==> src/rtl/vram_arb_pkg.sv <==
package vram_arb_pkg;
  // Width of a client index; at least one bit.
  function automatic int idx_width(input int n);
    return (n > 1) ? $clog2(n) : 1;
  endfunction
endpackage

==> src/rtl/arb_req_merge.sv <==
// Folds the dual client's two access kinds into one candidate per client.
module arb_req_merge #(
  parameter int N    = 4,
  parameter int PW   = 3,
  parameter int DUAL = 3
) (
  input  logic [N-1:0]    req,
  input  logic [N*PW-1:0] prio,
  input  logic            alt_req,
  input  logic [PW-1:0]   alt_prio,
  output logic [N-1:0]    eff_req,
  output logic [N*PW-1:0] eff_prio,
  output logic            alt_pick
);
  for (genvar i = 0; i < N; i++) begin : g_client
    if (i == DUAL) begin : g_dual
      logic [PW-1:0] pri_p;
      logic          use_alt;
      assign pri_p   = prio[i*PW +: PW];
      // primary kind wins a tie
      assign use_alt = alt_req && (!req[i] || (alt_prio > pri_p));
      assign eff_req[i]            = req[i] | alt_req;
      assign eff_prio[i*PW +: PW]  = use_alt ? alt_prio : pri_p;
      assign alt_pick              = use_alt;
    end else begin : g_plain
      assign eff_req[i]            = req[i];
      assign eff_prio[i*PW +: PW]  = prio[i*PW +: PW];
    end
  end
endmodule

==> src/rtl/arb_pick.sv <==
// Highest-priority selection with exclusion of one client and fallback to it.
module arb_pick #(
  parameter int N  = 4,
  parameter int PW = 3,
  parameter int IW = 2
) (
  input  logic [N-1:0]    eff_req,
  input  logic [N*PW-1:0] eff_prio,
  input  logic            excl_vld,
  input  logic [IW-1:0]   excl_idx,
  output logic            win_vld,
  output logic [IW-1:0]   win_idx
);
  logic [N-1:0]  elig;
  logic [N-1:0]  pool;
  logic [PW-1:0] best_p;

  always_comb begin
    elig = eff_req;
    for (int i = 0; i < N; i++) begin
      if (excl_vld && (excl_idx == IW'(i))) elig[i] = 1'b0;
    end
    // nobody else asking: the excluded client may take the port again
    pool    = (|elig) ? elig : eff_req;
    win_vld = 1'b0;
    win_idx = '0;
    best_p  = '0;
    for (int i = 0; i < N; i++) begin
      // strict compare keeps the lowest index on ties
      if (pool[i] && (!win_vld || (eff_prio[i*PW +: PW] > best_p))) begin
        win_vld = 1'b1;
        win_idx = IW'(i);
        best_p  = eff_prio[i*PW +: PW];
      end
    end
  end
endmodule

==> src/rtl/vram_prio_arbiter.sv <==
module vram_prio_arbiter #(
  parameter int N    = 4,
  parameter int PW   = 3,
  parameter int DUAL = 3
) (
  input  logic            clk,
  input  logic            rst,
  input  logic [N-1:0]    req,
  input  logic [N*PW-1:0] prio,
  input  logic            alt_req,
  input  logic [PW-1:0]   alt_prio,
  input  logic            xfer_done,
  output logic [N-1:0]    gnt,
  output logic            gnt_alt
);
  localparam int IW = vram_arb_pkg::idx_width(N);

  logic [N-1:0]    eff_req;
  logic [N*PW-1:0] eff_prio;
  logic            alt_pick;
  logic            win_vld;
  logic [IW-1:0]   win_idx;
  logic [N-1:0]    gnt_q;
  logic            gnt_alt_q;
  logic [IW-1:0]   last_idx;
  logic            last_vld;
  logic            decide;

  arb_req_merge #(.N(N), .PW(PW), .DUAL(DUAL)) u_merge (
    .req      (req),
    .prio     (prio),
    .alt_req  (alt_req),
    .alt_prio (alt_prio),
    .eff_req  (eff_req),
    .eff_prio (eff_prio),
    .alt_pick (alt_pick)
  );

  arb_pick #(.N(N), .PW(PW), .IW(IW)) u_pick (
    .eff_req  (eff_req),
    .eff_prio (eff_prio),
    .excl_vld (last_vld),
    .excl_idx (last_idx),
    .win_vld  (win_vld),
    .win_idx  (win_idx)
  );

  // decisions happen while idle or when the running transfer ends
  assign decide = ~(|gnt_q) | xfer_done;

  always_ff @(posedge clk) begin
    if (rst) begin
      gnt_q     <= '0;
      gnt_alt_q <= 1'b0;
      last_idx  <= '0;
      last_vld  <= 1'b0;
    end else if (decide) begin
      gnt_q     <= win_vld ? (N'(1) << win_idx) : '0;
      gnt_alt_q <= win_vld && (win_idx == IW'(DUAL)) && alt_pick;
      if (win_vld) begin
        last_idx <= win_idx;
        last_vld <= 1'b1;
      end
    end
  end

  assign gnt     = gnt_q;
  assign gnt_alt = gnt_alt_q;
endmodule

==> config.mk <==
export PLATFORM = sky130hd
export DESIGN_NAME = vram_prio_arbiter
export DESIGN_NICKNAME = d
export VERILOG_FILES = /design/src/rtl/vram_arb_pkg.sv /design/src/rtl/arb_req_merge.sv /design/src/rtl/arb_pick.sv /design/src/rtl/vram_prio_arbiter.sv
export SDC_FILE = /design/constraint.sdc
export NUM_CORES = 1
export LEC_CHECK = 0
export BUFFER_PORTS_ARGS = -buffer_cell sky130_fd_sc_hd__buf_2
export CELL_PAD_IN_SITES_DETAIL_PLACEMENT = 0
export CELL_PAD_IN_SITES_GLOBAL_PLACEMENT = 1
export CORE_ASPECT_RATIO = 0.7
export CORE_MARGIN = 2
export CORE_UTILIZATION = 35
export DETAILED_ROUTE_END_ITERATION = 6
export GPL_TIMING_DRIVEN = 0
export HOLD_SLACK_MARGIN = 0.08
export MAX_ROUTING_LAYER = met4
export PLACE_DENSITY = 0.86
export SLEW_MARGIN = 0
export SYNTH_ARGS = -nofsm -noshare
export SYNTH_HDL_FRONTEND = slang
export SYNTH_SLANG_ARGS = --single-unit
==> constraint.sdc <==
create_clock -name clk -period 5.2 [get_ports clk]
set_input_delay 0.26 -clock clk [delete_from_list [all_inputs] [get_ports clk]]
set_output_delay 0.26 -clock clk [all_outputs]
set_load 0.1 [all_outputs]
==> results of run 1 <==
## where the power goes
part           switching [mW]  leakage, nW  internal [mW]
clock network          0.0224       0.0216         0.0500
logic                   0.168        0.488         0.0997
registers              0.0124       0.0661         0.0770
total                   0.202        0.575          0.227
## cell families (layout without fill, tap and decap cells)
family	Yosys count	after routing	synth area share (%)
AOI/OAI and AO/OA	35	35	33.6
adders and majority gates	12	12	16.2
buffers and inverters	17	48	7.02
DFF	8	8	17.3
muxes	6	6	6.88
and+or+nand+nor	32	32	19.0
## worst max-delay path by stage
stage	from	endpoint	slack, ns	cells after the start
after floorplan	req[2]	gnt_alt	0.44	23
after global placement	req[2]	gnt_alt	-0.12	24
after detailed placement	req[2]	gnt_alt	-0.20	24
after CTS	last_vld	gnt_alt	0.03	23
after global routing	last_vld	gnt_alt	-0.02	22
final	last_vld	gnt_alt	0.21	22
## worst max-delay path: stages (launching register included)
cell	delay (ns)
dfxtp_1	0.36
or3b_1	0.41
o21a_2	0.25
nand2_1	0.10
ha_1	0.24
nor2b_1	0.14
o21a_1	0.18
o21ai_2	0.19
nor2_1	0.13
o2bb2ai_2	0.17
inv_1	0.06
ha_1	0.30
nor2b_1	0.14
o21ai_1	0.14
a32oi_2	0.11
o31ai_4	0.29
mux2_2	0.38
ha_1	0.27
nand3_1	0.08
o21ai_0	0.10
or2_2	0.31
a2111oi_4	0.37
a32o_2	0.21
## stage by stage
stage | cells | hold slack (ns) | util (%)
6_report | 175 | 0.360 | 47.8
5_1_grt | 175 | 0.368 | 47.8
4_1_cts | 172 | 0.355 | 45.9
3_5_place_dp | 169 | 0.454 | 43.9
3_3_place_gp | 169 | 0.450 | 43.9
2_1_floorplan | 110 | 0.419 | -
## area by class of cell
cell class	instances	area share, %
multi-input cells	85	61.7
clock buffers	3	3.46
well taps	34	3.56
inverters	15	4.72
flip-flops and latches	8	13.4
repair buffers	28	12.4
plain buffers	2	0.734
## cells in the final DEF (no fill, tap or decap), types with 4 or more instances in the layout
master,n
a21oi_1,4
nor2_1,9
nand2_1,7
ha_1,12
buf_2,26
dfxtp_1,8
o21a_1,4
inv_1,15
## sequential cells by signal (all words and copies together), names as in the netlist
register,flops
gnt,4
last_idx,2
gnt_alt,1
last_vld,1
## routing by layer
| metal | global-route usage, % | wire [um] | up-vias |
|---|---|---|---|
| met1 | 18.7 | 1110 | 389 |
| li1 | - | - | 474 |
| met5 | - | 0 | - |
| met4 | 3.75 | 0 | 0 |
| met2 | 21.4 | 947 | 21 |
| met3 | 1.68 | 93 | 0 |
## timing repair
item                                    CTS  global route
endpoints found under the setup margin    2             6
setup buffers                             0             3
pin swaps                                 0             1
resized for setup                         1             5
==> qor.csv, run 1 <==
stage;metric;value;unit
setup_path;Reg2Reg Depth;22;
sta;Final setup viols;0;
setup_path;Worst Path Class, Setup;register to register;
sta;Relative slew margins;66.3;%
placed_design;Placed Area;1090;um^2
sta;Slew Viols, Final;0;
synth;Synth top cells by count;15 x inv_1, 12 x ha_1, 9 x nor2_1, 8 x dfxtp_1, 7 x nand2_1;
placed_design;IO buf count;25;
sta;worst-margin pin slew;0.501;ns
floorplan;row cnt;15;
global_route;pin count of the biggest net entering global routing;10;
placed_design;post-DP HPWL;1770;um
routing;first drt pass iteration count;4;
clock_network;Inserted Clock Buffers;3;
placed_design;Final GP Congestion;0.746;
clock_network;Clk pin slew, worst setup/hold paths;0.04;ns
clock_network;CTS tree;built;
hold_path;WHS Endpoint;gnt_alt;
final_layout;register area;160;um^2
job;Maximum Capacitance Violations;0;
sta;Period minus WS final;4.99;ns
final_layout;number of fill cells;250;
routing;via count;884;
synth;YS warnings;0;
sta;Final Cycle Share;95.9;%
routing;per-cell routed wire length;12.3;um
routing;ANT nets after route;0;
floorplan;Die ar.;3080;um^2
routing;initial drt markers;25;
setup_path;Crit path required time;5.37;ns
hold_path;hold depth;2;
synth;Mapped Avg Cell Area;8.43;um^2
floorplan;starting density of the core;37.1;%
placed_design;Placement Setup Slack;-0.196;ns
final_layout;post-route cell area;1190;um^2
global_route;first-pass GRT wire length;3130;um
synth;Synth top area share;17.3;%
setup_path;R2R Setup Slk;0.21;ns
synth;top cell type by total area after synthesis;dfxtp_1;
clock_network;Bufs on Longest Clock Path;2;
floorplan;CORE AREA;2500;um^2
final_layout;Layout area overhead;28.7;%
clock_network;clk sinks;8;
setup_path;critical path capture point type;register;
final_layout;layout cells sized above 1;36.2;%
synth;count leader, synth;inv_1;
routing;Vias/cell;5.05;
synth;Primary FF master, synth;dfxtp_1;
setup_path;CP Max Fanout;5;
global_route;Total GRT Usage;13.6;%
sta;max frequency;200;MHz
setup_path;WP data arrival;5.15;ns
power;pwr dens;359;nW/um^2
synth;Seq/Total Area, Yosys;17.3;%
synth;post-synthesis cell area;927;um^2
hold_path;Worst Hold Class;primary input to register;
synth;top cells by area, synth;dfxtp_1 17%, ha_1 16%, inv_1 6.1%;
final_layout;fin nets;178;
floorplan;Chip Width;65.5;um
global_route;global route total overflow;0;
floorplan;num ports;28;
setup_path;crit start category;register;
sta;Hold Vio Cnt, Final;0;
final_layout;Ant. Diodes;0;
synth;Synth Instances;110;
setup_path;R2R Path End;gnt_alt;
synth;Yosys cell types;41;
sta;total negative slack;0;ns
routing;DRC errors left;0;
setup_path;FF-to-FF Start;last_vld;
floorplan;Die Ht;47.1;um
hold_path;min-delay src;alt_req;
sta;final worst slack;0.212;ns
power;leakage power total;0.575;nW
clock_network;Root Buffer;clkbuf_8;
synth;Synth Register Bits;8;
clock_network;CTS HTree Levels;1;
synth;asr flop ratio synth;0;%
clock_network;Post-CTS Hold Buffers;0;
sta;Setup Skew;0.00322;ns
power;Max VDD drop;0.000239;V
global_route;vias in the first global route;751;
global_route;initial antenna violation count;0;
clock_network;worst skew pair latency;0.23;ns
synth;EDFF count, synth;0;
final_layout;footprint of the multi-input gates;737;um^2
power;total power;0.429;mW
routing;final wirelength;2150;um
synth;total nets after synthesis;145;
run_status;status;completed;
No activity file was read; power rests on OpenSTA's default activity.
==> run 2: changes to the inputs <==
--- a/config.mk
+++ b/config.mk
@@ -9,14 +9,14 @@
 export CELL_PAD_IN_SITES_DETAIL_PLACEMENT = 0
 export CELL_PAD_IN_SITES_GLOBAL_PLACEMENT = 1
 export CORE_ASPECT_RATIO = 0.7
-export CORE_MARGIN = 2
 export CORE_UTILIZATION = 35
 export DETAILED_ROUTE_END_ITERATION = 6
 export GPL_TIMING_DRIVEN = 0
 export HOLD_SLACK_MARGIN = 0.08
 export MAX_ROUTING_LAYER = met4
-export PLACE_DENSITY = 0.86
+export PLACE_DENSITY = 0.84
 export SLEW_MARGIN = 0
 export SYNTH_ARGS = -nofsm -noshare
 export SYNTH_HDL_FRONTEND = slang
+export SYNTH_HIERARCHICAL = 1
 export SYNTH_SLANG_ARGS = --single-unit
==> run 2 against run 1 <==
Via count is 32% higher; wire length rose by 27%; clock-buffer cell count is the same; register-to-register slack improved by 0.22 ns; largest power group unchanged; hold slack worse by 0.012 ns; non-clock buffer count shrank 1; utilization fell by 5.2 points; area after synthesis is 28% higher; total power up 35%; first-iteration DRC count up 100%; global-route usage up 2.7 points.
==> qor.csv, run 2 <==
stage;metric;value;unit;change
routing;final wirelength;2730;um;was 2150 um
floorplan;starting density of the core;37.2;%;was 37.1%
final_layout;most frequent cells in the layout;17 x buf_2, 14 x inv_1, 12 x ha_1, 12 x buf_4;;was 26 x buf_2, 15 x inv_1, 12 x ha_1
sta;Relative slew margins;67.7;%;was 66.3%
synth;EDFF count, synth;0;;unchanged
placed_design;post-DP HPWL;2200;um;was 1770 um
synth;total nets after synthesis;183;;was 145
run_status;status;completed;;unchanged
global_route;vias in the first global route;1088;;was 751
clock_network;CTS tree;built;;unchanged
floorplan;Die ar.;3630;um^2;was 3080 um^2
clock_network;worst skew pair latency;0.23;ns;about the same
routing;first drt pass iteration count;4;;unchanged
setup_path;Worst Path Class, Setup;register to register;;unchanged
synth;Synth top area share;13.5;%;was 17.3%
sta;Setup Skew;0.00209;ns;was 0.00322 ns
synth;Seq/Total Area, Yosys;13.5;%;was 17.3%
synth;Synth Register Bits;8;;unchanged
clock_network;postcts setup bufs;0;;unchanged
final_layout;Ant. Diodes;0;;unchanged
final_layout;Layout Utilization;42.7;%;was 47.8%
floorplan;row cnt;17;;was 15
synth;post-synthesis cell area;1190;um^2;was 927 um^2
placed_design;DP Cell Count;201;;was 169
global_route;pin count of the biggest net entering global routing;11;;was 10
routing;Vias/cell;5.74;;was 5.05
synth;Synth top cells by count;14 x inv_1, 12 x buf_4, 12 x ha_1, 11 x nand2_1, 11 x nand3_1;;was 15 x inv_1, 12 x ha_1, 9 x nor2_1, 8 x dfxtp_1, 7 x nand2_1
sta;Final setup viols;0;;unchanged
final_layout;max reg flops;4;;unchanged
final_layout;Layout area overhead;14.8;%;was 28.7%
routing;initial drt markers;51;;was 25
sta;Period minus WS final;4.77;ns;was 4.99 ns
sta;RSZ-0062 raised after global routing;false;;
synth;Synth Instances;148;;was 110
synth;count leader, synth;inv_1;;unchanged
clock_network;Bufs on Longest Clock Path;2;;unchanged
clock_network;Root Buffer;clkbuf_8;;unchanged
synth;top cells by area, synth;dfxtp_1 14%, ha_1 13%, buf_4 7.6%;;was dfxtp_1 17%, ha_1 16%, inv_1 6.1%
setup_path;CP Max Fanout;6;;was 5
hold_path;Worst Hold Class;primary input to register;;unchanged
synth;top cell type by total area after synthesis;dfxtp_1;;unchanged
power;total power;0.578;mW;was 0.429 mW
routing;ANT nets after route;0;;unchanged
placed_design;Placed Area;1310;um^2;was 1090 um^2
global_route;global route total overflow;0;;unchanged
floorplan;Die Ht;50.7;um;was 47.1 um
hold_path;min-delay src;rst;;was alt_req
clock_network;Clk pin slew, worst setup/hold paths;0.04;ns;about the same
clock_network;Post-CTS Hold Buffers;0;;unchanged
final_layout;number of fill cells;333;;was 250
sta;worst hold slack;0.348;ns;was 0.360 ns
setup_path;Reg2Reg Depth;24;;was 22
final_layout;Non-Filler Instances;204;;was 175
placed_design;IO buf count;15;;was 25
sta;Slew Viols, Final;0;;unchanged
sta;total negative slack;0;ns;unchanged
sta;Final Cycle Share;91.7;%;was 95.9%
sta;Hold Vio Cnt, Final;0;;unchanged
setup_path;critical path capture point type;register;;unchanged
clock_network;clk sinks;8;;unchanged
synth;Primary FF master, synth;dfxtp_1;;unchanged
final_layout;post-route cell area;1360;um^2;was 1190 um^2
sta;final worst slack;0.432;ns;was 0.212 ns
sta;max frequency;210;MHz;was 200 MHz
synth;Mapped Avg Cell Area;8.01;um^2;was 8.43 um^2
power;leakage power total;0.608;nW;was 0.575 nW
setup_path;R2R Setup Slk;0.43;ns;was 0.21 ns
power;pwr dens;425;nW/um^2;was 359 nW/um^2
setup_path;FF-to-FF Start;last_vld;;unchanged
final_layout;most common cell after layout, fill and taps aside;buf_2;;unchanged
global_route;initial antenna violation count;0;;unchanged
placed_design;Final GP Congestion;0.880;;was 0.746
setup_path;crit start category;register;;unchanged
floorplan;num ports;28;;unchanged
synth;YS warnings;6;;was 0
synth;asr flop ratio synth;0;%;unchanged
clock_network;Resized Gates After CTS;0;;was 1
routing;via count;1170;;was 884
routing;per-cell routed wire length;13.4;um;was 12.3 um
clock_network;CTS HTree Levels;1;;unchanged
placed_design;Placement Setup Slack;0.102;ns;was -0.196 ns
global_route;Total GRT Usage;16.4;%;was 13.6%
floorplan;Chip Width;71.6;um;was 65.5 um
hold_path;WHS Endpoint;gnt_alt;;unchanged
global_route;first-pass GRT wire length;4620;um;was 3130 um
clock_network;Inserted Clock Buffers;3;;unchanged
final_layout;fin nets;203;;was 178
hold_path;hold depth;3;;was 2
power;Max VDD drop;0.000325;V;was 0.000239 V
setup_path;WP data arrival;4.91;ns;was 5.15 ns
sta;worst-margin pin slew;0.485;ns;was 0.501 ns
floorplan;CORE AREA;3190;um^2;was 2500 um^2
routing;DRC errors left;0;;unchanged
synth;Yosys cell types;47;;was 41
job;Maximum Capacitance Violations;0;;unchanged
setup_path;Crit path required time;5.34;ns;was 5.37 ns
setup_path;R2R Path End;gnt[1];;was gnt_alt
final_layout;layout cells sized above 1;29.5;%;was 36.2%
## run 2: cell types whose count changed after synthesis, sizes merged, moves of 4 or more
cell,before,now
buf,1,14
nand3,3,11
nor3,1,5
o21ai,5,10
nor2,9,5
o2111ai,0,4
## run 2: area by class of cell
class	count	area (um^2)	share of cell area, %
Buffer	14	100	7.35
Timing Repair Buffer	15	75.1	5.51
Inverter	16	60.1	4.41
Clock buffer	3	41.3	3.03
Tap cell	38	47.5	3.49
Sequential cell	8	160	11.8
Multi-Input combinational cell	110	877	64.4
## run 2: worst max-delay path, stage by stage, from the launching register on
cell and delay (ns):
dfxtp_1 0.40, inv_2 0.05, o41a_4 0.47, nand2_1 0.16, inv_1 0.06, ha_1 0.27
nand3_1 0.08, o21ai_0 0.15, o21a_4 0.26, o22ai_1 0.18, inv_1 0.08, ha_1 0.30
nor2b_1 0.12, o21ai_0 0.08, a32oi_1 0.19, o21ba_4 0.21, mux2_4 0.32, ha_1 0.18
nor2b_1 0.10, o21ai_0 0.07, a32oi_1 0.25, nor2_1 0.10, o32ai_2 0.26, inv_1 0.11
o31ai_1 0.23
## run 2: worst max-delay path by stage
stage                   from  endpoint  cells after the start
floorplan             req[3]    gnt[2]                     24
global placement      req[3]    gnt[1]                     24
detailed placement    req[3]    gnt[1]                     24
CTS                 last_vld    gnt[1]                     24
global route          req[3]    gnt[1]                     26
finish              last_vld    gnt[1]                     24
## run 2: per-layer routing
metal	vias to the layer above	track usage, %	part of all wire [%]
met5	-	-	0
met4	0	3.92	0.62
met3	3	3.41	6.3
met2	34	27.5	45
met1	547	20.3	48
li1	586	-	-
## run 2: cell families after synthesis
logic type / share of synthesized area, %
adders and majority gates: 12.7
buffers and inverters: 13.5
DFF: 13.5
and+or+nand+nor: 30.4
muxes: 2.95
AOI/OAI and AO/OA: 27.0
## run 2: power breakdown
part	switching, mW	internal, mW	leakage [nW]	total (mW)
Combinational	0.252	0.135	0.521	0.387
Clock	0.0245	0.0501	0.0216	0.0746
Sequential	0.0305	0.0860	0.0661	0.116
Total	0.307	0.271	0.608	0.578
